<file path="config.mk">
export PLATFORM = sky130hd
export DESIGN_NAME = sec_irq_ctrl
export DESIGN_NICKNAME = d
export VERILOG_FILES = /design/src/rtl/sec_irq_ctrl.sv
export SDC_FILE = /design/constraint.sdc
export NUM_CORES = 1
export LEC_CHECK = 0
export BUFFER_PORTS_ARGS = -buffer_cell sky130_fd_sc_hd__buf_4
export CAP_MARGIN = 10
export CORE_MARGIN = 4
export CORE_UTILIZATION = 25
export CTS_CLUSTER_SIZE = 24
export DETAILED_ROUTE_END_ITERATION = 10
export PLACE_DENSITY = 0.45
export SETUP_SLACK_MARGIN = 0.1
export SYNTH_ARGS = -nofsm -noshare
export SYNTH_HDL_FRONTEND = slang
export SYNTH_SLANG_ARGS = --single-unit
</file>
<file path="constraint.sdc">
create_clock -name clk -period 2.3 [get_ports clk]
set_clock_uncertainty 0.2 [all_clocks]
set_input_delay 0.345 -clock clk [delete_from_list [all_inputs] [get_ports clk]]
set_output_delay 0.345 -clock clk [all_outputs]
set_load 0.02 [all_outputs]
</file>
<file path="src/rtl/sec_irq_ctrl.sv">
module sec_irq_ctrl #(
  parameter int NUM_SRC = 32,
  parameter int ADDR_W  = 3
) (
  input  logic               clk,
  input  logic               rst_n,
  input  logic [NUM_SRC-1:0] src_in,
  input  logic               sleep,
  input  logic               reg_wr,
  input  logic               reg_rd,
  input  logic [ADDR_W-1:0]  reg_addr,
  input  logic [NUM_SRC-1:0] reg_wdata,
  output logic [NUM_SRC-1:0] reg_rdata,
  output logic               cascade_irq
);
  localparam logic [ADDR_W-1:0] A_STAT = ADDR_W'(0);
  localparam logic [ADDR_W-1:0] A_POL  = ADDR_W'(1);
  localparam logic [ADDR_W-1:0] A_TYPE = ADDR_W'(2);
  localparam logic [ADDR_W-1:0] A_EN   = ADDR_W'(3);
  localparam logic [ADDR_W-1:0] A_SET  = ADDR_W'(4);
  localparam logic [ADDR_W-1:0] A_CLR  = ADDR_W'(5);
  localparam logic [ADDR_W-1:0] A_ACK  = ADDR_W'(6);
  localparam logic [ADDR_W-1:0] A_WAKE = ADDR_W'(7);

  logic [NUM_SRC-1:0] sync1_q, sync2_q, prev_q;
  logic [NUM_SRC-1:0] pol_q, type_q, en_q, wake_q, edge_q;
  logic [NUM_SRC-1:0] lvl, edge_det, ack_vec, pend, mask, status;

  wire wr_pol  = reg_wr && reg_addr == A_POL;
  wire wr_type = reg_wr && reg_addr == A_TYPE;
  wire wr_en   = reg_wr && reg_addr == A_EN;
  wire wr_set  = reg_wr && reg_addr == A_SET;
  wire wr_clr  = reg_wr && reg_addr == A_CLR;
  wire wr_ack  = reg_wr && reg_addr == A_ACK;
  wire wr_wake = reg_wr && reg_addr == A_WAKE;

  assign lvl         = sync2_q ^ pol_q;
  assign edge_det    = type_q & lvl & ~(prev_q ^ pol_q);
  assign ack_vec     = wr_ack ? reg_wdata : '0;
  assign pend        = (type_q & edge_q) | (~type_q & lvl);
  assign mask        = sleep ? wake_q : en_q;
  assign status      = pend & mask;
  assign cascade_irq = |status;

  always_ff @(posedge clk or negedge rst_n) begin
    if (!rst_n) begin
      sync1_q <= '0;
      sync2_q <= '0;
      prev_q  <= '0;
    end else begin
      sync1_q <= src_in;
      sync2_q <= sync1_q;
      prev_q  <= sync2_q;
    end
  end

  always_ff @(posedge clk or negedge rst_n) begin
    if (!rst_n) begin
      pol_q  <= '0;
      type_q <= '0;
      wake_q <= '0;
      en_q   <= '0;
      edge_q <= '0;
    end else begin
      if (wr_pol)  pol_q  <= reg_wdata;
      if (wr_type) type_q <= reg_wdata;
      if (wr_wake) wake_q <= reg_wdata;
      if (wr_en)       en_q <= reg_wdata;
      else if (wr_set) en_q <= en_q | reg_wdata;
      else if (wr_clr) en_q <= en_q & ~reg_wdata;
      edge_q <= (edge_q & ~ack_vec) | edge_det;
    end
  end

  always_ff @(posedge clk or negedge rst_n) begin
    if (!rst_n) begin
      reg_rdata <= '0;
    end else if (reg_rd) begin
      case (reg_addr)
        A_STAT:               reg_rdata <= status;
        A_POL:                reg_rdata <= pol_q;
        A_TYPE:               reg_rdata <= type_q;
        A_EN, A_SET, A_CLR:   reg_rdata <= en_q;
        A_WAKE:               reg_rdata <= wake_q;
        default:              reg_rdata <= '0;
      endcase
    end
  end


  en_set_chk: assert property (@(posedge clk) disable iff (!rst_n)
    wr_set |=> (($past(reg_wdata) & ~en_q) == '0));

  en_clr_chk: assert property (@(posedge clk) disable iff (!rst_n)
    wr_clr |=> (($past(reg_wdata) & en_q) == '0));

  latch_hold_chk: assert property (@(posedge clk) disable iff (!rst_n)
    1'b1 |=> ((($past(edge_q) & ~$past(ack_vec)) & ~edge_q) == '0));

  ack_drop_chk: assert property (@(posedge clk) disable iff (!rst_n)
    wr_ack |=> ((edge_q & $past(reg_wdata) & ~$past(edge_det)) == '0));

  edge_wins_chk: assert property (@(posedge clk) disable iff (!rst_n)
    1'b1 |=> (($past(edge_det) & ~edge_q) == '0));

  sleep_gate_chk: assert property (@(posedge clk) disable iff (!rst_n)
    (sleep && wake_q == '0) |-> !cascade_irq);

  cascade_mask_chk: assert property (@(posedge clk) disable iff (!rst_n)
    cascade_irq |-> (sleep ? (wake_q != '0) : (en_q != '0)));
endmodule

</file>
# After elaboration in Yosys (flattened, before gate mapping)
# Cells that the tools add are included.
op_classes:
  muxes: 6
  div: 0
  n_eq_ne: 7
  n_shift: 0
  reduce_logical: 11
  multipliers: 0
  bitwise_logic: 16
  addsub: 0
  order_cmp: 0
ops:
  columns: ["op", "n"]
  rows:
  - ["$and A32 B32 Y32", 7]
  - ["$mux W32", 5]
  - ["$pmux W32 S5", 1]
  - ["$not A32 Y32", 4]
  - ["$or A32 B32 Y32", 3]
  - ["$xor A32 B32 Y32", 2]
  - ["$reduce_or A32 Y1", 1]
  - ["$eq A3 B3 Y1 const B", 4]
  - ["$logic_and A1 B1 Y1", 7]
  - ["$eq A3 B2 Y1 const B", 2]
  - ["$eq A3 B1 Y1 const B", 1]
  - ["$logic_not A3 Y1", 1]
  - ["$reduce_bool A3 Y1", 1]
  - ["$reduce_or A3 Y1", 1]
totals:
  romBits: 0
  in_bits: 72
  ramBits: 0
  register_bits: 288
  n_memories: 0
  wordCells: 49
  out_inout_bits: 33
  latch_bits: 0

# Depth between registers and ports, before layout
# Gate-level depths: netlist of run 1.
depth:
  word_depth: 6
  mapped_depth: 8

# Worst setup path after synthesis of run 1
# No wires, ideal clock.
synth_path:
  path_type: "input -> output"
  start: "input sleep"
  end: "output cascade_irq"
  n_path_buf: 2
  t_arrival_ns: 1.574
  setup_slack_ns: 0.181
  cell_stages: 7
  path_cell_list: "buf_6 buf_8 mux2_4 o211ai_2 nand4_1 nor4b_2 nand4_1"
synth_via:
  elab_chain_len: 3
synth_lines:
  columns: ["element", "line", "text"]
  rows:
  - ["start, declared", "8", "input logic sleep,"]
  - ["$mux W32", "41", "assign mask = sleep ? wake_q : en_q;"]
  - ["$and A32 B32 Y32", "42", "assign status = pend & mask;"]
  - ["$reduce_or A32 Y1", "43", "assign cascade_irq = |status;"]
  - ["end, declared", "14", "output logic cascade_irq"]
# Every way passes these cells.

# Worst setup path in the final report of run 1
layout_path:
  start: "register pol_q[21]"
  end: "output cascade_irq"
layout_via:
  elab_chain_len: 5
layout_lines:
  columns: ["element", "line", "text"]
  rows:
  - ["start, declared", "26", "logic [NUM_SRC-1:0] pol_q, type_q, en_q, wake_q, edge_q;"]
  - ["start signal, assigned", "65", "if (wr_pol) pol_q <= reg_wdata;"]
  - ["$xor A32 B32 Y32", "37", "assign lvl = sync2_q ^ pol_q;"]
  - ["$and A32 B32 Y32", "40", "assign pend = (type_q & edge_q) | (~type_q & lvl);"]
  - ["$or A32 B32 Y32", "40", null]
  - ["$and A32 B32 Y32", "42", null]
  - ["$reduce_or A32 Y1", "43", null]
# Every way passes these cells.

==> reports/metrics.yaml, run 1 <==
route:
  vias: 9458
  ant_nets: 0
  drc: 0
  wl_per_cell_um: 19.5
  dr.first_iter.drc_count: 594
  vias_per_cell: 4.68
  first_pass_iters: 5
  routed_wirelength_um: 39300
synth:
  ys_seq_area_frac: 0.571
  synth-main-ff-cell: "dfrtp_1"
  synth_cell_type_count: 46
  synth_top_family_by_area: "compound AO/OA/AOI/OAI gates"
  yosys.area_share.adder: 0
  synth-async-reset-ratio: 1.00
  syn_inst: 1050
  synth_seq_cells: 288
  syn_nets: 1122
  synth_edf_count: 0
  muxShareOfSynthArea: 0.124
  synthesis.area_mm2: 0.0126
  ys_warn_count: 0
  yosys.area_share.simple: 0.0951
  avgSynthCellArea_um2: 12.0
  synth_xor_area_frac: 0.0201
  synth_compound_area_frac: 0.149
power_and_ir_drop:
  clock_power_share: 0.361
  p_int_mw: 11.2
  power_leakage_nw: 7.19
  combPwrFrac: 0.218
  switching_power_mw: 4.38
  irDropWorstVdd_mv: 0.534
  cellPowerDensity_mw_per_mm2: 920
  swShare: 0.282
  fin_total_pwr_mw: 15.5
  seqPwrFrac: 0.421
setup_path:
  crit_path_max_incr_delay_ns: 0.38
  critPathMaxFanout: 2
  reg2reg_slack_ns: 0.29
  worstSetupPathType: "flop to primary output"
  required_ns: 1.75
  crit_arrival_ns: 2.50
  crit_slowest_cell: "dfrtp_1"
  path_common_cell: "nand4_1"
  worstPathCellList: "xor2_1 > o211ai_1 > nand4_1 > nor4b_4 > nand4_1 > buf_6"
  reg2reg_depth: 7
  crit_start: "pol_q[21]"
  crit_end: "cascade_irq"
  r2r_end: "reg_rdata[2]"
  crit_path_start_kind: "flop"
  rr_startpoint: "sync2_q[2]"
  endpoint_kind: "primary output"
layout:
  final_cells: 2020
  nets: 1396
  layout-drive-gt1-share: 0.299
  area_growth_pct: 34.0
  diodes: 0
outcome:
  violations: "negative setup slack"
  outcome: "finished, violations left"
clock_network:
  clk_pin_slew_ns: 0.06
  clk_latency_ns: 0.55
  cts_made_buffers: 36
  cts_tree: "yes"
  clockBufferDepth: 3
  root_buffer: "clkbuf_16"
  htreeDepth: 2
  cts.sinks: 288
timing:
  worst_pin_slew_ns: 1.18
  relSlewSlack: 0.207
  hold_viol_final: 0
  drv_slew: 0
  rsz0062_at_grt: "true"
  fin_ws_ns: -0.743
  fmax_ghz: 0.329
  finalCritPeriodShare: 1.32
  period_needed_ns: 3.04
  setup_viol: 1
grt:
  grt.total_usage: 0.147
  overflow: 0
  grt_max_degree: 63
  grt_pass1_vias: 9951
  antenna_found_initial: 0
  grt_pass1_wl_um: 61300
placed_design:
  hpwl_um: 26200
  place_inst: 1892
  port_buffers: 104
  gp_congestion: 0.786
  place_ws_ns: -0.408
floorplanning:
  num_io_pins: 105
  die_w_um: 233
  fp-row-count: 82
  fp.dieH_um: 233
  dieArea_mm2: 0.0541
  core_area_mm2: 0.0501
  initial_core_util: 0.252
job:
  max_cap_viol_count: 0
min_path:
  min_path_type: "primary input to flop"
## through the flow
step	utilization	TNS (ns)	instance area, um2	hold slack, ns
4_1_cts	0.338	-0.775	16900	0.0818
2_1_floorplan	-	0	12600	-0.151
6_report	0.338	-0.743	16900	0.112
3_3_place_gp	0.301	-0.592	15100	0.108
3_5_place_dp	0.301	-0.695	15100	0.110
5_1_grt	0.338	-0.872	16900	0.105
## metal layers
layer | GRT usage | part of all wire
met2 | 0.224 | 0.45
met4 | 0.0366 | 0.018
met3 | 0.0306 | 0.051
met5 | 0 | 0
met1 | 0.214 | 0.48
## worst max-delay path: cells and delay by family (launching register included)
| kind | cells | cell delay, ns |
|---|---|---|
| simple gates | 3 | 0.92 |
| buf+inv | 1 | 0.22 |
| compound gates | 1 | 0.26 |
| flops | 1 | 0.38 |
| xor+xnor | 1 | 0.17 |
## cell families (layout without fill, tap and decap cells)
logic type,count (synthesis),count (layout)
AOI/OAI and AO/OA,258,258
xor gates and xnor gates,29,29
muxes,141,141
DFF,288,288
buffers and inverters,95,393
and+or+nand+nor,239,239
## Yosys cell counts (8+ instances only)
| library cell | number | area [um2] |
|---|---|---|
| a22o_1 | 36 | 315 |
| nand3b_1 | 23 | 173 |
| nand2_1 | 108 | 405 |
| mux2_2 | 112 | 1260 |
| xor2_1 | 29 | 254 |
| buf_6 | 11 | 124 |
| o22ai_1 | 39 | 244 |
| buf_2 | 22 | 110 |
| o21ai_0 | 33 | 165 |
| o211ai_1 | 19 | 143 |
| inv_1 | 36 | 135 |
| mux2_1 | 8 | 90.1 |
| dfrtp_1 | 288 | 7210 |
| a22oi_1 | 31 | 233 |
| nand2b_1 | 53 | 332 |
| mux2i_1 | 19 | 190 |
| clkbuf_1 | 16 | 60.1 |
| o21ai_1 | 26 | 130 |
| a211oi_1 | 22 | 165 |
| a32o_1 | 32 | 320 |
| nor2_1 | 27 | 101 |
## power by group through the flow
stage | combinational [mW] | clock, mW | sequential, mW
2_1_floorplan | 1.64 | 0 | 6.65
3_3_place_gp | 3.27 | 0 | 6.62
3_5_place_dp | 3.32 | 0 | 6.62
4_1_cts | 3.45 | 5.80 | 6.54
5_1_grt | 3.72 | 6.02 | 6.66
6_report | 3.40 | 5.61 | 6.55
## worst min path at each step
stage                                      end  slack, ns  cells past startpoint   start
floorplan           asynchronous set/reset pin      -0.15                      0   rst_n
global placement                   sync1_q[14]       0.11                      1   rst_n
detailed placement                 sync1_q[15]       0.11                      1   rst_n
CTS                              reg_rdata[30]       0.08                      2  reg_rd
global route                      reg_rdata[4]       0.11                      2  reg_rd
finish                            reg_rdata[7]       0.11                      2  reg_rd
## placed cells by master (no fill, tap or decap), types with 6 or more instances in the layout
cell type      netlist  routed
a22o_1              36      36
inv_1               36      36
nand4_1              7       7
o21ai_0             33      33
a32o_1              32      32
clkbuf_16            0      37
a221oi_1             7       7
o22ai_1             39      39
nand3b_1            23      23
nand2b_1            53      53
dfrtp_1            288     288
buf_4                7     207
o211ai_1            19      19
mux2_2             112     112
mux2_1               8       8
clkbuf_1            16      12
mux2i_1             19      19
o21ai_1             26      25
nand2_1            108     108
buf_12               0      20
a22oi_1             31      31
xor2_1              29      29
clkbuf_8             0       7
dlygate4sd3_1        0      65
nor3_1               6       6
nor2_1              27      26
a211oi_1            22      22
## timing repair
| item | in CTS | in global routing |
|---|---|---|
| setup buffers | 1 | 0 |
| endpoints found under the hold margin | 477 | 0 |
| setup endpoints to repair | 1 | 1 |
| pin swaps | 4 | 0 |
| hold buffers | 65 | 0 |
| gates resized for setup | 2 | 0 |
## area by class of cell
type	count	area, um2
fillers	5073	33200
clock buffers	56	1070
clock inverters	6	91.3
well taps	672	841
multi-input cells	667	4930
flip-flops and latches	288	7210
inverters	37	139
repair buffers	294	2630
Power figures use the tool's default switching activity.
==> inputs of run 2 (changes only) <==
--- a/config.mk
+++ b/config.mk
@@ -5,8 +5,7 @@
 export SDC_FILE = /design/constraint.sdc
 export NUM_CORES = 1
 export LEC_CHECK = 0
-export BUFFER_PORTS_ARGS = -buffer_cell sky130_fd_sc_hd__buf_4
-export CAP_MARGIN = 10
+export BUFFER_PORTS_ARGS = -buffer_cell sky130_fd_sc_hd__clkbuf_2
 export CORE_MARGIN = 4
 export CORE_UTILIZATION = 25
 export CTS_CLUSTER_SIZE = 24
==> run 2 against run 1 <==
  * The run still ends with negative setup slack left
  * Flip-flop and latch count unchanged
  * Maximum frequency up 1.2%
  * Worst setup slack better by 0.037 ns
  * Sequential power about the same
  * Final cell count up 0.50%
  * Largest power group unchanged
  * Routed wire length down 2.3%
  * Core utilization down 0.59 points
  * Hold slack better by 0.021 ns
  * Power down 2.0%
  * Design area down 1.8%
  * Combinational power down 3%
  * Clock-buffer cell count down 7
==> reports/metrics.yaml, run 2 (synthesis results as in run 1) <==
outcome:
  outcome: "finished, violations left"
  violations: "negative setup slack"
clock_network:
  cts_made_buffers: 35  # -2.8%
  clockBufferDepth: 3  # unchanged
  clk_pin_slew_ns: 0.06  # about the same
  root_buffer: "clkbuf_16"
  cts_setup_buffers: 0  # -1
  clk_latency_ns: 0.53  # -0.02 ns
  htreeDepth: 2  # unchanged
  cts_tree: "yes"
  cts.sinks: 288  # unchanged
route:
  first_pass_iters: 5  # unchanged
  ant_nets: 0  # unchanged
  routed_wirelength_um: 38400  # -2.3%
  met1Wirelength_um: 18100  # -5.2%
  drc: 0  # unchanged
  wl_met2_um: 17500  # -0.54%
  dr.first_iter.drc_count: 682  # +15%
  routed.top_layer: "met5"
  vias: 9431  # -0.29%
  met3_length_um: 2180  # +8.9%
  wl_per_cell_um: 18.9  # -2.8%
  vias_per_cell: 4.65  # -0.78%
setup_path:
  reg2reg_depth: 6  # -1
  crit_path_start_kind: "flop"
  r2r_end: "reg_rdata[22]"
  reg2reg_slack_ns: 0.32  # +0.03 ns
  worstSetupPathType: "flop to primary output"
  crit_arrival_ns: 2.46  # -0.04 ns
  endpoint_kind: "primary output"
  critPathMaxFanout: 4  # +2
  required_ns: 1.75  # about the same
  rr_startpoint: "sync2_q[22]"
timing:
  setup_viol: 1  # unchanged
  worst_pin_slew_ns: 0.996  # -0.185 ns
  rsz0062_at_grt: "true"
  hold_viol_final: 0  # unchanged
  fin_ws_ns: -0.706  # +0.0371 ns
  relSlewSlack: 0.331  # +0.124
  drv_slew: 0  # unchanged
  finalCritPeriodShare: 1.31  # -0.0161
  fmax_ghz: 0.333  # +1.2%
  period_needed_ns: 3.01  # -0.0371 ns
layout:
  nets: 1410  # +1.0%
  area_growth_pct: 31.6
  design_area_mm2: 0.0166  # -1.8%
  mostFrequentLayoutCells: "dfrtp_1, buf_4, mux2_2"
  layout-drive-gt1-share: 0.309  # +0.0103
  diodes: 0  # unchanged
  final_common_cell: "dfrtp_1"
power_and_ir_drop:
  power_leakage_nw: 7.14  # -0.74%
  cellPowerDensity_mw_per_mm2: 918  # -0.22%
  fin_total_pwr_mw: 15.2  # -2.0%
  irDropWorstVdd_mv: 0.567  # +6.1%
placed_design:
  port_buffers: 104  # unchanged
  gp_congestion: 0.797  # +1.3%
  dpl_cell_area_mm2: 0.0148  # -1.6%
  hpwl_um: 26800  # +2.1%
  place_ws_ns: -0.478  # -0.0701 ns
grt:
  grt_pass1_vias: 9699  # -2.5%
  grt_pass1_wl_um: 59700  # -2.6%
  grt_max_degree: 61  # -3.2%
  grt.total_usage: 0.143  # -0.00434
  antenna_found_initial: 2  # +2
  overflow: 0  # unchanged
floorplanning:
  fp-row-count: 82  # unchanged
  dieArea_mm2: 0.0541  # unchanged
  num_io_pins: 105  # unchanged
  fp.dieH_um: 233  # unchanged
  core_area_mm2: 0.0501  # unchanged
  initial_core_util: 0.252  # unchanged
  die_w_um: 233  # unchanged
job:
  max_cap_viol_count: 0  # unchanged
min_path:
  min_path_type: "primary input to asynchronous set/reset pin"
## run 2: metal layers
metal  vias to the layer above  global-route usage
met5                         -                   0
met4                         4              0.0360
met3                        46              0.0288
met2                       243               0.222
met1                      4736               0.204
li1                       4402                   -
## run 2: final cells by class
cell class,instances,area [um2]
fill,5109,33500
multi-input combinational,667,4920
sequential,288,7210
inverter,37,139
timing repair buffer,309,2390
tap,672,841
clock buffer,49,1040
clock inverter,8,71.3
## run 2: how the worst max path moves through the flow
stage / from / cells past startpoint / slack, ns / endpoint
floorplan: sleep / 7 / 0.18 / cascade_irq
global placement: sleep / 9 / -0.46 / cascade_irq
detailed placement: sleep / 9 / -0.48 / cascade_irq
CTS: sync2_q[21] / 7 / -0.77 / cascade_irq
global route: sync2_q[21] / 7 / -0.92 / cascade_irq
finish: sync2_q[23] / 7 / -0.71 / cascade_irq
## run 2: where the power goes
| group | switching (mW) | total (mW) | leakage, nW | internal (mW) |
|---|---|---|---|---|
| logic | 1.55 | 3.29 | 3.17 | 1.74 |
| registers | 0.628 | 6.55 | 3.42 | 5.92 |
| clock network | 2.15 | 5.40 | 0.551 | 3.25 |
| total | 4.33 | 15.2 | 7.14 | 10.9 |
## run 2: critical path: stages (launching register included)
cell and delay [ns]:
dfrtp_1 0.40, xor2_1 0.16, o211ai_1 0.24, nand4_1 0.20, nor4b_2 0.32, buf_4 0.17
nand4_1 0.22, buf_6 0.22
## run 2: what timing repair did
item	4_1_cts	5_1_grt
resized for setup	1	2
hold buffers	65	0
cloned	0	0
pin swaps	2	0
hold endpoints to repair	372	0
setup endpoints to repair	1	1
## run 2: per-stage QoR
stage               utilization  instances  hold slack [ns]  TNS [ns]
CTS                       0.332       2030            0.134    -0.771
global placement          0.296       1908            0.115     -1.01
detailed placement        0.296       1908            0.124     -1.17
floorplan                     -       1050           -0.151         0
finish                    0.332       2030            0.133    -0.706
global route              0.332       2030            0.154    -0.921
==> inputs of run 3 (changes only) <==
--- a/config.mk
+++ b/config.mk
@@ -6,6 +6,7 @@
 export NUM_CORES = 1
 export LEC_CHECK = 0
 export BUFFER_PORTS_ARGS = -buffer_cell sky130_fd_sc_hd__clkbuf_2
+export CORE_ASPECT_RATIO = 1.25
 export CORE_MARGIN = 4
 export CORE_UTILIZATION = 25
 export CTS_CLUSTER_SIZE = 24
==> run 3 against run 2 <==
  * The run still ends with negative setup slack left
  * Worst setup slack improved by 0.027 ns
  * Highest routed layer unchanged
  * First-iteration DRC count decreased by 31%
  * Sequential share of layout area increased by 0.089 points
  * Global-route usage increased by 0.20 points
  * Design area decreased by 0.20%
  * Clock power increased by 5.6%
  * Non-clock buffer count decreased by 15
  * Via count about the same
  * Die area about the same
  * Final cell count decreased by 1.5%
  * Maximum frequency increased by 0.90%
==> reports/metrics.yaml, run 3 (synthesis results as in run 1) <==
route:
  ant_nets: 0  # unchanged
  dr.first_iter.drc_count: 473  # -31%
  drc: 0  # unchanged
  routed_wirelength_um: 39100  # +1.9%
  first_pass_iters: 5  # unchanged
  wl_per_cell_um: 19.6  # +3.5%
  vias_per_cell: 4.72  # +1.6%
  vias: 9433  # +0.021%
setup_path:
  endpoint_kind: "primary output"
  crit_path_start_kind: "flop"
  crit_family: "simple AND/OR/NAND/NOR gates"
  crit_path_max_incr_delay_ns: 0.41  # about the same
  crit_slowest_cell: "dfrtp_1"
  critPathMaxFanout: 4  # unchanged
  path_common_cell: "nand4_1"
  worstPathCellList: "xor2_1 > o211ai_1 > nand4_1 > nor4b_4 > nand4_1 > clkbuf_2"
  required_ns: 1.75  # about the same
  worstSetupPathType: "flop to primary output"
  cp_num_buf_inv: 1  # -1
  crit_arrival_ns: 2.43  # -0.03 ns
timing:
  drv_slew: 0  # unchanged
  relSlewSlack: 0.499  # +0.168
  fin_ws_ns: -0.679  # +0.0269 ns
  whs_ns: 0.109  # -0.0238 ns
  fmax_ghz: 0.336  # +0.90%
  hold_viol_final: 0  # unchanged
  period_needed_ns: 2.98  # -0.0269 ns
  rsz0062_at_grt: "true"
  finalCritPeriodShare: 1.30  # -0.0117
  worst_pin_slew_ns: 0.746  # -0.250 ns
  fin_setup_tns_ns: -0.679  # +0.0269 ns
  setup_viol: 1  # unchanged
placed_design:
  gp_congestion: 0.809  # +1.5%
  port_buffers: 104  # unchanged
  hpwl_um: 27000  # +0.86%
  dpl_cell_area_mm2: 0.0147  # -0.77%
  place_ws_ns: -0.440  # +0.0384 ns
outcome:
  outcome: "finished, violations left"
  violations: "negative setup slack"
layout:
  multi_input_area_mm2: 0.00493  # +0.18%
  design_area_mm2: 0.0166  # -0.20%
  fin_util: 0.334  # +0.00216
  register_area_mm2: 0.00721  # unchanged
  final_common_cell: "dfrtp_1"
  mostFrequentLayoutCells: "dfrtp_1, mux2_2, buf_4"
  nets: 1395  # -1.1%
  layout-drive-gt1-share: 0.302  # -0.00742
  area_growth_pct: 31.3
  fillCellCount: 5096  # -0.25%
power_and_ir_drop:
  power_leakage_nw: 7.12  # -0.26%
  combPwrFrac: 0.208  # -0.008
  p_int_mw: 11.2  # +2.2%
  irDropWorstVdd_mv: 0.536  # -5.6%
  swShare: 0.279  # -0.00558
  seqPwrFrac: 0.424  # -0.006
  switching_power_mw: 4.31  # -0.55%
  cellPowerDensity_mw_per_mm2: 933  # +1.6%
  clock_power_share: 0.369  # +0.015
clock_network:
  clockBufferDepth: 3  # unchanged
  cts_made_buffers: 35  # unchanged
  cts_setup_buffers: 0  # unchanged
  htreeDepth: 2  # unchanged
  clk_pin_slew_ns: 0.06  # about the same
  root_buffer: "clkbuf_16"
  cts_tree: "yes"
  cts.sinks: 288  # unchanged
  clk_latency_ns: 0.52  # about the same
min_path:
  min_path_type: "primary input to asynchronous set/reset pin"
floorplanning:
  num_io_pins: 105  # unchanged
  fp.dieH_um: 259  # +11%
  fp-row-count: 91  # +11%
  core_area_mm2: 0.0496  # -0.85%
  initial_core_util: 0.254  # +0.00216
  dieArea_mm2: 0.0542  # about the same
  die_w_um: 209  # -10%
grt:
  overflow: 0  # unchanged
  grt.total_usage: 0.145  # +0.00200
  grt_max_degree: 70  # +15%
  grt_pass1_wl_um: 61300  # +2.6%
  grt_pass1_vias: 10036  # +3.5%
  antenna_found_initial: 4  # +2
job:
  max_cap_viol_count: 0  # unchanged
==> run 3: power groups by stage <==
stage / Clock (mW) / Combinational [mW] / Sequential, mW
6_report: 5.70 / 3.21 / 6.55
5_1_grt: 6.07 / 3.55 / 6.67
4_1_cts: 5.88 / 3.26 / 6.55
3_5_place_dp: 0 / 3.16 / 6.63
3_3_place_gp: 0 / 3.12 / 6.62
2_1_floorplan: 0 / 1.64 / 6.65
==> run 3: worst reg2reg max path, stage by stage (launching register included) <==
cell	delay, ns
dfrtp_1	0.43
nand2b_1	0.18
a311oi_1	0.45
buf_4	0.19
a221oi_1	0.07
buf_4	0.19
o22ai_1	0.11
==> run 3: per-layer routing <==
layer	track usage	part of all wire
met4	0.0486	0.032
met5	0	0.00033
met3	0.0267	0.041
met2	0.249	0.49
met1	0.184	0.43
==> run 3: area by class of cell <==
type | instances | area share
multi-input combinational | 667 | 0.297
sequential | 288 | 0.435
clock inverter | 7 | 0.00664
antenna | 3 | 0.000453
inverter | 37 | 0.00838
tap | 651 | 0.0491
timing repair buffer | 294 | 0.138
clock buffer | 52 | 0.0647
==> run 3: repair_timing <==
item,CTS,global route
gates resized for setup,0,1
pin swaps,3,0
setup endpoints to repair,1,1
hold endpoints to repair,475,0
hold buffers,65,0
==> run 3: metrics by stage <==
stage / instances / power [mW]
after CTS: 1996 / 15.7
final: 1999 / 15.5
after global routing: 1997 / 16.3
after detailed placement: 1872 / 9.79
after floorplan: 1050 / 8.29
after global placement: 1872 / 9.74
==> run 3: path summary, 6_finish.rpt <==
| kind | start | depth (start not counted) | slack [ns] | to |
|---|---|---|---|---|
| worst max-delay path | sync2_q[23] | 6 | -0.68 | cascade_irq |
| worst min-delay path | rst_n | 2 | 0.11 | wake_q[23] |
| worst max register to register | sync2_q[16] | 6 | 0.40 | reg_rdata[16] |
| worst min register to register | sync1_q[15] | 0 | 0.14 | sync2_q[15] |
| max in group asynchronous | rst_n | 3 | 1.05 | sync1_q[4] |
| min in group clk | sync1_q[15] | 0 | 0.14 | sync2_q[15] |
